===== src/rtl/sc_pkg.sv =====
package sc_pkg;
  localparam int unsigned INSTR_W = 16;
  localparam int unsigned OP_W    = 7;
  localparam int unsigned RSEL_W  = 3;
  localparam int unsigned RF_N    = 1 << RSEL_W;
  localparam int unsigned OFF_W   = 2 * RSEL_W;

  typedef logic [OP_W-1:0] opcode_t;

  localparam opcode_t OP_MOV = 7'h01;
  localparam opcode_t OP_ADD = 7'h02;
  localparam opcode_t OP_SUB = 7'h05;
  localparam opcode_t OP_AND = 7'h08;
  localparam opcode_t OP_OR  = 7'h09;
  localparam opcode_t OP_XOR = 7'h0A;
  localparam opcode_t OP_SHR = 7'h0D;
  localparam opcode_t OP_SHL = 7'h0E;
  localparam opcode_t OP_LD  = 7'h10;
  localparam opcode_t OP_ST  = 7'h20;
  localparam opcode_t OP_ADI = 7'h42;
  localparam opcode_t OP_LDI = 7'h4C;
  localparam opcode_t OP_BEQ = 7'h60;

  typedef enum logic [3:0] {
    FN_PASS_A, FN_PASS_B, FN_ADD, FN_SUB, FN_AND, FN_OR, FN_XOR, FN_SHL, FN_SHR
  } fn_e;

  typedef enum logic {WB_FN, WB_MEM} wb_e;

  typedef struct packed {
    logic [RSEL_W-1:0] dst;
    logic [RSEL_W-1:0] src_a;
    logic [RSEL_W-1:0] src_b;
    logic              use_const;
    fn_e               fn;
    wb_e               wb_sel;
    logic              reg_we;
    logic              mem_we;
    logic              branch;
    logic [OFF_W-1:0]  br_off;
  } ctrl_t;

  function automatic logic op_defined(opcode_t op);
    case (op)
      OP_MOV, OP_ADD, OP_SUB, OP_AND, OP_OR, OP_XOR, OP_SHR, OP_SHL,
      OP_LD, OP_ST, OP_ADI, OP_LDI, OP_BEQ: return 1'b1;
      default: return 1'b0;
    endcase
  endfunction
endpackage


===== src/rtl/sc_decode.sv =====
module sc_decode
  import sc_pkg::*;
(
  input  logic [INSTR_W-1:0] instr_i,
  output ctrl_t              cw_o
);
  opcode_t op;
  assign op = instr_i[INSTR_W-1 -: OP_W];

  always_comb begin
    cw_o        = '0;
    cw_o.dst    = instr_i[3*RSEL_W-1 -: RSEL_W];
    cw_o.src_a  = instr_i[2*RSEL_W-1 -: RSEL_W];
    cw_o.src_b  = instr_i[RSEL_W-1:0];
    cw_o.br_off = {instr_i[3*RSEL_W-1 -: RSEL_W], instr_i[RSEL_W-1:0]};
    cw_o.fn     = FN_PASS_A;
    cw_o.wb_sel = WB_FN;
    case (op)
      OP_MOV: begin cw_o.fn = FN_PASS_A; cw_o.reg_we = 1'b1; end
      OP_ADD: begin cw_o.fn = FN_ADD;    cw_o.reg_we = 1'b1; end
      OP_SUB: begin cw_o.fn = FN_SUB;    cw_o.reg_we = 1'b1; end
      OP_AND: begin cw_o.fn = FN_AND;    cw_o.reg_we = 1'b1; end
      OP_OR:  begin cw_o.fn = FN_OR;     cw_o.reg_we = 1'b1; end
      OP_XOR: begin cw_o.fn = FN_XOR;    cw_o.reg_we = 1'b1; end
      OP_SHL: begin cw_o.fn = FN_SHL;    cw_o.reg_we = 1'b1; end
      OP_SHR: begin cw_o.fn = FN_SHR;    cw_o.reg_we = 1'b1; end
      OP_LD:  begin cw_o.wb_sel = WB_MEM; cw_o.reg_we = 1'b1; end
      OP_ST:  cw_o.mem_we = 1'b1;
      OP_ADI: begin cw_o.use_const = 1'b1; cw_o.fn = FN_ADD;    cw_o.reg_we = 1'b1; end
      OP_LDI: begin cw_o.use_const = 1'b1; cw_o.fn = FN_PASS_B; cw_o.reg_we = 1'b1; end
      OP_BEQ: cw_o.branch = 1'b1;
      default: ;  // undefined: no-op
    endcase
  end
endmodule


===== src/rtl/sc_regfile.sv =====
module sc_regfile #(
  parameter int unsigned W = 16,
  parameter int unsigned N = 8,
  localparam int unsigned AW = $clog2(N)
) (
  input  logic          clk_i,
  input  logic          rst_ni,
  input  logic          we_i,
  input  logic [AW-1:0] waddr_i,
  input  logic [W-1:0]  wdata_i,
  input  logic [AW-1:0] raddr_a_i,
  input  logic [AW-1:0] raddr_b_i,
  output logic [W-1:0]  rdata_a_o,
  output logic [W-1:0]  rdata_b_o
);
  logic [W-1:0] regs_q [N];

  for (genvar i = 0; i < N; i++) begin : g_reg
    always_ff @(posedge clk_i or negedge rst_ni) begin
      if (!rst_ni)                                 regs_q[i] <= '0;
      else if (we_i && waddr_i == AW'(i))          regs_q[i] <= wdata_i;
    end
  end

  assign rdata_a_o = regs_q[raddr_a_i];
  assign rdata_b_o = regs_q[raddr_b_i];
endmodule


===== src/rtl/sc_alu.sv =====
module sc_alu
  import sc_pkg::*;
#(
  parameter int unsigned W = 16
) (
  input  fn_e          fn_i,
  input  logic [W-1:0] a_i,
  input  logic [W-1:0] b_i,
  output logic [W-1:0] y_o
);
  always_comb begin
    case (fn_i)
      FN_PASS_A: y_o = a_i;
      FN_PASS_B: y_o = b_i;
      FN_ADD:    y_o = a_i + b_i;
      FN_SUB:    y_o = a_i - b_i;
      FN_AND:    y_o = a_i & b_i;
      FN_OR:     y_o = a_i | b_i;
      FN_XOR:    y_o = a_i ^ b_i;
      FN_SHL:    y_o = a_i << 1;
      FN_SHR:    y_o = a_i >> 1;
      default:   y_o = '0;
    endcase
  end
endmodule


===== src/rtl/sc_core.sv =====
module sc_core
  import sc_pkg::*;
#(
  parameter int unsigned W        = 16,
  parameter int unsigned PC_W     = 8,
  parameter int unsigned DM_DEPTH = 16,
  localparam int unsigned DM_AW   = $clog2(DM_DEPTH)
) (
  input  logic               clk_i,
  input  logic               rst_ni,
  input  logic [INSTR_W-1:0] instr_i,
  output logic [PC_W-1:0]    pc_o,
  output logic               mem_we_o,
  output logic [DM_AW-1:0]   mem_addr_o,
  output logic [W-1:0]       mem_wdata_o
);
  ctrl_t            cw;
  logic [W-1:0]     rdata_a, rdata_b, opnd_b, fn_y, wb_data;
  logic             reg_we, src_eq;
  logic [PC_W-1:0]  pc_q, br_sext;
  logic [W-1:0]     dmem [DM_DEPTH];

  sc_decode u_dec (.instr_i(instr_i), .cw_o(cw));

  sc_regfile #(.W(W), .N(RF_N)) u_rf (
    .clk_i    (clk_i),
    .rst_ni   (rst_ni),
    .we_i     (reg_we),
    .waddr_i  (cw.dst),
    .wdata_i  (wb_data),
    .raddr_a_i(cw.src_a),
    .raddr_b_i(cw.src_b),
    .rdata_a_o(rdata_a),
    .rdata_b_o(rdata_b)
  );

  // immediate format: zero-extended 3-bit constant in place of rb
  assign opnd_b = cw.use_const ? {{(W-RSEL_W){1'b0}}, cw.src_b} : rdata_b;

  sc_alu #(.W(W)) u_alu (.fn_i(cw.fn), .a_i(rdata_a), .b_i(opnd_b), .y_o(fn_y));

  assign mem_we_o    = cw.mem_we;
  assign mem_addr_o  = rdata_a[DM_AW-1:0];
  assign mem_wdata_o = rdata_b;

  always_ff @(posedge clk_i) begin
    if (cw.mem_we) dmem[mem_addr_o] <= rdata_b;
  end

  assign wb_data = (cw.wb_sel == WB_MEM) ? dmem[mem_addr_o] : fn_y;
  assign reg_we  = cw.reg_we;
  assign src_eq  = (rdata_a == rdata_b);
  assign br_sext = {{(PC_W-OFF_W){cw.br_off[OFF_W-1]}}, cw.br_off};

  always_ff @(posedge clk_i or negedge rst_ni) begin
    if (!rst_ni)                  pc_q <= '0;
    else if (cw.branch && src_eq) pc_q <= pc_q + br_sext;
    else                          pc_q <= pc_q + 1'b1;
  end

  assign pc_o = pc_q;
endmodule


===== config.mk =====
export PLATFORM = sky130hd
export DESIGN_NAME = sc_core
export DESIGN_NICKNAME = d
export VERILOG_FILES = /design/src/rtl/sc_pkg.sv /design/src/rtl/sc_decode.sv /design/src/rtl/sc_regfile.sv /design/src/rtl/sc_alu.sv /design/src/rtl/sc_core.sv
export SDC_FILE = /design/constraint.sdc
export NUM_CORES = 1
export LEC_CHECK = 0
export ABC_AREA = 1
export BUFFER_PORTS_ARGS = -buffer_cell sky130_fd_sc_hd__buf_2
export CAP_MARGIN = 0
export CORE_UTILIZATION = 55
export CTS_BUF_LIST = sky130_fd_sc_hd__clkbuf_16
export DETAILED_ROUTE_END_ITERATION = 12
export GPL_TIMING_DRIVEN = 0
export PLACE_DENSITY = 0.71
export SLEW_MARGIN = 20
export SYNTH_ARGS = -nofsm -noshare
export SYNTH_HDL_FRONTEND = slang
export SYNTH_HIERARCHICAL = 1
export SYNTH_SLANG_ARGS = --single-unit

===== constraint.sdc =====
create_clock -name clk_i -period 6.98 [get_ports clk_i]
set_input_delay 2.094 -clock clk_i [delete_from_list [all_inputs] [get_ports clk_i]]
set_output_delay 2.094 -clock clk_i [all_outputs]
set_load 0.05 [all_outputs]

---- Word level (Yosys, flattened, before mapping) ----
Memory sizes are Yosys's and may differ from the RTL's.
Cells that the tools add are included.
word-level totals
  register bits after elaboration ......... 136
  RAM bits ................................ 256
  output and inout port bits .............. 29
  word-level logic and storage cells ...... 82
  memories kept ........................... 1
operators by class
  add/sub/neg operators ................... 4
  $lt $le $gt $ge ......................... 2
  eq/ne operators ......................... 29
  mux-type cells .......................... 18
  bitwise operators ....................... 5
  reduce and logical (&&, ||, !) cells .... 14
memories
  memory  words  width  read ports  clocked after Yosys merged registers in  wr ports  line           source
  dmem    16     16     1           0                                        1         sc_core.sv:21  logic [W-1:0] dmem [DM_DEPTH];
operator list
  kind                                                              count
  16-bit case mux with 9 select lines                               1
  16-bit binary-select mux with 3-bit select                        2
  16-bit 2-to-1 mux                                                 6
  7-bit by 4-bit == test with 1-bit output (second input constant)  5
  4-bit case mux with 8 select lines                                1
  7-bit == test (second input constant)                             3
  16-bit adder                                                      1
  16-bit bitwise AND                                                1
  16-bit == test                                                    1
  4-bit by 3-bit == test with 1-bit output (second input constant)  4
  16-bit OR                                                         1
  16-bit subtractor                                                 1
  16-bit bitwise XOR                                                1
  3-bit == test (second input constant)                             4
  11-bit OR reduction                                               1
  1-bit logical AND                                                 9
  8-bit by 1-bit adder with 8-bit output (second input constant)    1
  8-bit adder                                                       1
  4-bit by 2-bit == test with 1-bit output (second input constant)  2
  4-bit greater-or-equal comparator (second input constant)         2
  8-bit 2-to-1 mux                                                  1
  3-bit NOT with 4-bit output                                       2
  7-bit by 1-bit == test with 1-bit output (second input constant)  1
  7-bit by 2-bit == test with 1-bit output (second input constant)  1
  11 further kinds                                                  19

---- Logic depth before layout (Yosys ltp) ----
Gate-level depths: netlist of run 1.
  depth in word-level cells ............... 8
  depth in mapped cells ................... 33
  depth with buffers taken out ............ 31

---- By module ----
Netlist of run 1, hierarchy kept.
by module, submodules not included
  module      times used  cells an instance  area an instance (um^2)  sequential area each (um^2)
  sc_core     1           839                10938.0                  7887.6
  sc_regfile  1           1165               7490.9                   3203.1
  sc_alu      1           427                2442.3                   0.0
  sc_decode   1           73                 390.4                    0.0

---- Least setup slack after synthesis of run 1 ----
No wires, ideal clock.
  kind .................................... input to output
  start point ............................. input port instr_i[12]
  end point ............................... output port mem_we_o
  arrival ................................. 4108 ps
  slack ................................... 778 ps
  stages on the path ...................... 5
  path buffers ............................ 0
  cell sequence ........................... inv_2 -> nand2_1 -> nor2_1 -> inv_1 -> nor4_1
on the way
  word-level cells in the longest chain between the ends .. 2
RTL lines
  item                                      line             source
  start: declaration                        sc_core.sv:11    input logic [INSTR_W-1:0] instr_i,
  7-bit by 6-bit == test with 1-bit output  sc_decode.sv:18  case (op)
  1-bit 2-to-1 mux                          sc_decode.sv:18
  end: declaration                          sc_core.sv:13    output logic mem_we_o,
No other way between the ends.

---- Worst setup path after layout of run 1 ----
  start point ............................. input port instr_i[1]
  end point ............................... register u_rf/regs_q[63] (netlist bit)
on the way
  word-level cells in the longest chain between the ends .. 8
RTL lines
  item                                                    line                        source
  3-bit NOT with 4-bit output (not written as such) *     sc_regfile.sv:26            assign rdata_b_o = regs_q[raddr_b_i];
  16-bit binary-select mux with 3-bit select *            sc_regfile.sv:26
  16-bit 2-to-1 mux (not written as such) * (2 in a row)  sc_regfile.sv:26
  16-bit 2-to-1 mux *                                     sc_core.sv:38               assign opnd_b = cw.use_const ? {{(W-RSEL_W){1'b0}}, cw.src_b} : rdata_b;
  named net opnd_b[0]                                     sc_core.sv:18               logic [W-1:0] rdata_a, rdata_b, opnd_b, fn_y, wb_data;
  16-bit subtractor or 16-bit adder (tied branches)       sc_alu.sv:16, sc_alu.sv:15
  16-bit case mux with 9 select lines *                   sc_alu.sv:12                case (fn_i)
  named net fn_y[15]                                      sc_core.sv:18
  16-bit 2-to-1 mux *                                     sc_core.sv:50               assign wb_data = (cw.wb_sel == WB_MEM) ? dmem[mem_addr_o] : fn_y;
  named net wb_data[15]                                   sc_core.sv:18
  end signal: indexed assignment                          sc_regfile.sv:21            else if (we_i && waddr_i == AW'(i)) regs_q[i] <= wdata_i;
  end: declaration                                        sc_regfile.sv:16            logic [W-1:0] regs_q [N];
The timed path passes the listed nets; every way through them passes the cells marked *. The select of a mux whose other input is x is not followed.
A chain may end at the register's enable or synchronous reset.

==> impl_metrics.csv, run 1 <==
group,metric,value,unit
clocking,cts_tree,"done",
synth,yosys.area_share.simple,0.241,
critical_path,slowest_delay,0.43,ns
finish,layout_commonest_cell,"nand2_1",
place,port_buffers,37,
critical_path,cp_slowest_cell,"o21ai_1",
route,routed_wl,69.3,mm
sta,hold_viol_final,0,
global_routing,grt_pass1_vias,17300,
synth,async_reset_ff_frac,0.347,
global_routing,grt_max_degree,78,
clocking,clk_path_buf_depth,3,
synth,ys_seq_area_frac,0.522,
route,firstDrtPassIters,7,
synth,synthXorXnorAreaFrac,0.00865,
route,final_antenna_net_count,0,
clocking,ctsHoldBuffers,0,
clocking,clk_pin_slew,0.05,ns
sta,clock_skew,0.0233,ns
die,die-area,39400,um^2
pwr,powerDensity,276,nW/um^2
route,drc_errors,0,
place,place_congestion,1.05,
synth,synth_cell_types,48,
sta,setup_violations,0,
critical_path,crit_required,7.40,ns
critical_path,crit_path_end_kind,"register",
critical_path,path_class,"primary input to register",
clocking,numClockSinks,392,
die,fp-row-count,71,
global_routing,met1_usage,0.470,
synth,synth_cells,2504,
sta,rsz0062_at_grt,"false",
synth,synthesis.nets,2579,
global_routing,top_usage_layer,"met2",
route,vias_per_cell,5.86,
sta,tightest_slew,1.20,ns
route,first_iter_violations,2301,
global_routing,grt_pass1_wl,103,mm
clocking,post_cts_buffers,0,
synth,synth_top_flop_cell,"edfxtp_1",
critical_path,cp_common_cell,"nand2_1",
synth,synthAdderAreaFrac,0.0342,
finish,syn_to_final_growth,11.5,%
global_routing,antenna_found_initial,0,
critical_path,r2r-start,"u_rf/regs_q[64]$_DFFE_PN0P_",
global_routing,grt_use_total,0.357,
die,initial_core_util,0.562,
critical_path,crit_start,"instr_i[1]",
pwr,irDropWorstVdd,193,uV
min_path,hold_depth,2,
sta,max_freq,0.147,GHz
pwr,leakage,10.7,nW
sta,relSlewSlack,0.196,
route,wl_per_cell,22.0,um
min_path,hold_start,"u_rf/regs_q[37]$_DFFE_PN0P_",
critical_path,critPathLaunchType,"primary input",
synth,synth_top_family_by_area,"simple AND/OR/NAND/NOR gates",
run_status,status,"completed",
synth,synth-edff-count,256,
finish,final_util,0.626,
critical_path,r2r_cells,28,
sta,hold_slack,0.484,ns
min_path,hp-class,"register to register",
sta,fin_crit,6.81,ns
global_routing,grtUsageMet3,0.0699,
die,coreArea,37800,um^2
synth,yosysWarningCount,6,
clocking,htreeDepth,2,
sta,maxSlewViolCount,0,
synth,synth_compound_area_frac,0.108,
clocking,clock-root-buffer,"clkbuf_16",
critical_path,arrival,7.23,ns
place,place_hpwl,51.1,mm
sta,finalCritPeriodShare,0.976,
clocking,cts-buffers-inserted,42,
flow_run,cap_viol_max_count,0,
synth,avgSynthCellArea,8.49,um^2
critical_path,cp_max_fo,18,
die,io_pins,47,
finish,most-common-layout-cells,"858 x nand2_1, 284 x inv_1, 256 x edfxtp_1",
synth,synth_seq_cells,392,
route,vias,18500,
die,die_h,199,um
global_routing,grt.overflow.total,0,
finish,fin_nets,2678,
die,dieWidth,199,um
synth,syn_area,21300,um^2
synth,muxShareOfSynthArea,0,
finish,layout-drive-gt1-share,0.118,
global_routing,met2_usage,0.573,
clocking,insertion_delay,0.58,ns
final timing paths:
check	end	slack, ns
setup / recovery	u_rf/regs_q[63]$_DFFE_PN0P_	0.17
max in group asynchronous	pc_o[6]$_DFF_PN0_	4.77
min in group asynchronous	u_rf/regs_q[123]$_DFFE_PN0P_	1.46
setup reg to reg	u_rf/regs_q[63]$_DFFE_PN0P_	2.02
hold reg to reg	u_rf/regs_q[37]$_DFFE_PN0P_	0.48
hold / removal	u_rf/regs_q[37]$_DFFE_PN0P_	0.48
where the power goes:
part           switching, mW  internal, mW  total, mW
Clock                  0.935          1.18       2.11
Sequential            0.0783          2.68       2.76
Combinational           1.22         0.469       1.69
Total                   2.23          4.32       6.55
registers in the layout (all words and copies together) (netlist names):
register	count
dmem	256
u_rf/regs_q	128
pc_o	8
synth_stat cells, drive strengths merged, types with 2 or more instances:
library cell,number,share of area
o221ai,2,0.00082
xor2,16,0.0066
o21ai,160,0.038
nor3,25,0.0090
nand3b,4,0.0014
nand2,875,0.16
a22oi,129,0.046
a211oi,2,0.00071
o22ai,16,0.0047
dfrtp,136,0.16
clkbuf,31,0.0056
buf,98,0.029
nor4,3,0.00088
a21oi,50,0.012
clkinv,2,0.00041
xnor2,5,0.0021
nor2,142,0.028
o21a,2,0.00071
or2,6,0.0018
o2111ai,7,0.0029
a221oi,3,0.0012
nand4,12,0.0035
fa,2,0.0019
edfxtp,256,0.36
ha,55,0.032
inv,291,0.051
nand3,170,0.041
timing repair:
item                                   in CTS  in global routing
resized for setup                           3                 19
setup endpoints to repair                  14                 87
cloned                                      0                  0
endpoints found under the hold margin       0                  0
metrics by stage:
stage	TNS, ns	power [mW]	cell area, um^2	worst slack (ns)	instances
after floorplan	0	3.90	21300	0.778	2504
after global placement	-34.08	4.40	22100	-0.574	3052
after detailed placement	-44.53	4.44	22400	-0.706	3070
after CTS	0	6.54	23700	0.0543	3147
after global routing	0	6.83	23700	0.0198	3147
final	0	6.55	23700	0.170	3148
metal layers:
metal | share of wire | vias up
met5 | 0 | -
met3 | 0.091 | 183
met4 | 0.047 | 0
li1 | - | 8456
met2 | 0.46 | 926
met1 | 0.40 | 8890
cell families (layout without fill, tap and decap cells):
group,count (synthesis),count (layout)
compound gates,375,375
xor+xnor,21,21
fa+ha+maj,57,57
buf+inv,422,554
flops,392,392
other cells,0,1
simple gates,1237,1237
worst max-delay path: cells and delay by family:
kind	cells	cell delay, ns
buffers and inverters	8	1.46
xor gates and xnor gates	1	0.14
and+or+nand+nor	16	1.96
AOI/OAI and AO/OA	4	0.96
adders and majority gates	2	0.60
cell type report:
class / count / area (um^2)
Fill cell: 3345 / 14100
Clock buffer: 42 / 1050
Buffer: 129 / 738
Clock inverter: 35 / 235
Tap cell: 511 / 639
Antenna cell: 1 / 2.50
Sequential cell: 392 / 11100
Inverter: 293 / 1100
Multi-Input combinational cell: 1690 / 8410
Timing Repair Buffer: 55 / 430
Note: power is estimated with default switching activity, not from simulation.
==> run 2: changes to the inputs <==
ABC_AREA = default   (was 1)
==> run 2 against run 1 <==
Compared with the run above:
- sequential share of layout area rose by 0.62 points
- clock power fell by 6%
- combinational power decreased by 62%
- sequential cell count is the same
- final area decreased by 1.3%
- sequential power down 8.3%
- register-to-register slack lost 0.21 ns
- critical path type unchanged
==> impl_metrics.csv, run 2 <==
group,metric,value,unit
die,die_h,197,um
sta,fin_crit,6.79,ns
finish,antennaDiodeCount,0,
finish,multi_input_area,9130,um^2
critical_path,crit_path_end_kind,"register",
synth,yosysWarningCount,6,
critical_path,reg2reg_to,"u_rf/regs_q[62]$_DFFE_PN0P_",
finish,fin_nets,1545,
global_routing,grt_max_degree,74,
critical_path,cp_max_fo,19,
synth,synth_cells,1370,
pwr,power.switching,1.34,mW
pwr,powerDensity,220,nW/um^2
sta,rsz0062_at_grt,"false",
finish,layout-drive-gt1-share,0.336,
sta,finalWorstSetupSlack,0.189,ns
clocking,cts-buffers-inserted,41,
clocking,clock-root-buffer,"clkbuf_16",
die,dieWidth,197,um
clocking,insertion_delay,0.58,ns
finish,largest_register_ffs,256,
min_path,hp-class,"register to register",
synth,async_reset_ff_frac,0.347,
pwr,combPwrFrac,0.123,
clocking,htreeDepth,2,
sta,clock_skew,0.0265,ns
clocking,clk_path_buf_depth,3,
critical_path,critPathLaunchType,"primary input",
synth,syn_area,21000,um^2
route,vias,12900,
route,drc_errors,0,
global_routing,grt_pass1_wl,84.4,mm
die,die-area,39000,um^2
global_routing,grt_use_total,0.302,
place,place_congestion,0.949,
critical_path,arrival,7.29,ns
route,vias_per_cell,6.41,
synth,synthesis.nets,1445,
clocking,post_cts_buffers,0,
route,final_antenna_net_count,0,
critical_path,path_delay_family,"multiplexers",
critical_path,path_buf_inv,4,
sta,relSlewSlack,0.361,
critical_path,slowest_delay,0.61,ns
synth,synth_cell_types,89,
run_status,status,"completed",
pwr,clkPwrFrac,0.387,
critical_path,cp.depth,20,
critical_path,path_class,"primary input to register",
synth,avgSynthCellArea,15.3,um^2
finish,seq_area,11100,um^2
critical_path,cp_slowest_cell,"mux4_1",
global_routing,antenna_found_initial,2,
pwr,seqPwrFrac,0.490,
finish,fillers,2800,
route,routed_wl,57.1,mm
global_routing,grt_pass1_vias,13100,
synth,synth_most_common_cell,"edfxtp_1",
route,firstDrtPassIters,7,
synth,synth_top_flop_cell,"edfxtp_1",
critical_path,reg2reg_slack,1.81,ns
sta,setup_violations,0,
sta,tightest_slew,0.934,ns
critical_path,r2r_cells,17,
sta,maxSlewViolCount,0,
synth,synth_seq_cells,392,
finish,most-common-layout-cells,"256 x edfxtp_1, 198 x mux2_2, 136 x dfrtp_1",
die,initial_core_util,0.558,
synth,ys_seq_area_frac,0.528,
place,port_buffers,35,
min_path,hold_depth,1,
global_routing,grt.overflow.total,0,
finish,layout_commonest_cell,"edfxtp_1",
pwr,switching_share,0.261,
sta,finalCritPeriodShare,0.973,
die,coreArea,37700,um^2
pwr,irDropWorstVdd,166,uV
finish,syn_to_final_growth,11.4,%
critical_path,r2r-start,"u_rf/regs_q[96]$_DFFE_PN0P_",
pwr,p_int,3.81,mW
route,first_iter_violations,1252,
sta,hold_viol_final,0,
synth,synth_area_leader_cell,"edfxtp_1",
critical_path,crit_required,7.48,ns
sta,tns,0,ns
clocking,numClockSinks,392,
die,fp-row-count,71,
critical_path,path_cells,"buf_4, buf_6, buf_6, mux4_1, mux2_4, mux2_2, nor3_2, and3_1, a31oi_1, xnor2_1, ha_1, a21oi_1, o21ai_0, a31oi_1, o31ai_4, xnor2_1, o221ai_1, inv_1, o21ai_2, mux2_2",
critical_path,endpoint,"u_rf/regs_q[92]$_DFFE_PN0P_",
clocking,clk_pin_slew,0.07,ns
flow_run,cap_viol_max_count,0,
clocking,cts_tree,"done",
synth,yosysTopAreaCellShare,0.366,
place,place_hpwl,39.2,mm
die,io_pins,47,
synth,netlist_top_cells_count,"256 x edfxtp_1, 201 x mux2_2, 136 x dfrtp_1, 69 x mux4_2, 63 x inv_1",
critical_path,crit_start,"instr_i[0]",
synth,synth.top_cells.by_area,"edfxtp_1 37%, dfrtp_1 16%, mux2_2 11%, mux4_1 7.6%, mux4_2 7.4%",
pwr,leakage,9.85,nW
synth,synth-edff-count,256,
finish,regMostFlops,"dmem",
route,wl_per_cell,28.4,um
place,pre_cts_ws,-1.19,ns
sta,max_freq,0.147,GHz
-- run 2: what timing repair did --
| item | CTS | global route |
|---|---|---|
| hold endpoints to repair | 0 | 0 |
| pin swaps | 0 | 0 |
| endpoints found under the setup margin | 48 | 48 |
| hold buffers | 0 | 0 |
| gates resized for setup | 9 | 13 |
-- run 2: power groups by stage --
stage | Sequential [mW] | Clock (mW) | Combinational (mW)
floorplan | 2.63 | 0 | 0.392
global placement | 2.57 | 0 | 0.617
detailed placement | 2.57 | 0 | 0.624
CTS | 2.53 | 2.03 | 0.629
global route | 2.53 | 2.11 | 0.680
finish | 2.53 | 1.99 | 0.636
-- run 2: final cells by class --
class,instances,area share
flip-flops and latches,392,0.474
multi-input cells,815,0.390
clock buffers,41,0.0439
plain buffers,100,0.0282
well taps,511,0.0273
repair buffers,57,0.0192
inverters,63,0.0101
clock inverters,30,0.00685
-- run 2: logic make-up after synthesis --
family | after synthesis | share of synthesized area
XOR/XNOR | 45 | 0.0188
adder cells (fa/ha/maj) | 57 | 0.0347
AO/OA/AOI/OAI | 176 | 0.0588
flip-flops | 392 | 0.528
buffers and inverters | 163 | 0.0424
AND/OR/NAND/NOR | 197 | 0.0550
multiplexers | 340 | 0.262
-- run 2: worst register-to-register path, cell delays in order (launching register included) --
cell and delay, ns:
dfrtp_1 0.39, mux4_1 0.49, mux2_2 0.49, mux2_2 0.43
inv_1 0.11, ha_1 0.22, nand3_1 0.13, nor2_1 0.33
a21oi_1 0.14, xnor2_1 0.15, ha_1 0.32, inv_1 0.07
and3_1 0.19, a2111oi_0 0.75, o311ai_1 0.26, inv_1 0.16
o21ai_4 0.11, mux2_2 0.30
-- run 2: routing by layer --
| metal | vias to the layer above | track usage | wire [um] |
|---|---|---|---|
| li1 | 5594 | - | - |
| met1 | 6680 | 0.406 | 23800 |
| met2 | 483 | 0.487 | 27500 |
| met3 | 114 | 0.0511 | 3280 |
| met4 | 0 | 0.134 | 2520 |
| met5 | - | 0 | 0 |
-- run 2: worst min path at each step --
stage                                       startpoint                      endpoint
after floorplan            u_rf/regs_q[66]$_DFFE_PN0P_   u_rf/regs_q[66]$_DFFE_PN0P_
after global routing                 pc_o[0]$_DFF_PN0_             pc_o[0]$_DFF_PN0_
final                                pc_o[0]$_DFF_PN0_             pc_o[0]$_DFF_PN0_
after global placement               pc_o[0]$_DFF_PN0_             pc_o[0]$_DFF_PN0_
after detailed placement  u_rf/regs_q[105]$_DFFE_PN0P_  u_rf/regs_q[105]$_DFFE_PN0P_
after CTS                 u_rf/regs_q[105]$_DFFE_PN0P_  u_rf/regs_q[105]$_DFFE_PN0P_
-- run 2: stage by stage --
stage,area [um^2],power (mW),utilization,hold WS [ns],instances
after CTS,23400,5.19,0.620,0.519,2009
final,23400,5.15,0.621,0.515,2009
after global routing,23400,5.31,0.621,0.533,2009
after detailed placement,22200,3.20,0.588,0.506,1938
after global placement,21800,3.19,0.579,0.484,1916
after floorplan,21000,3.03,-,0.485,1370
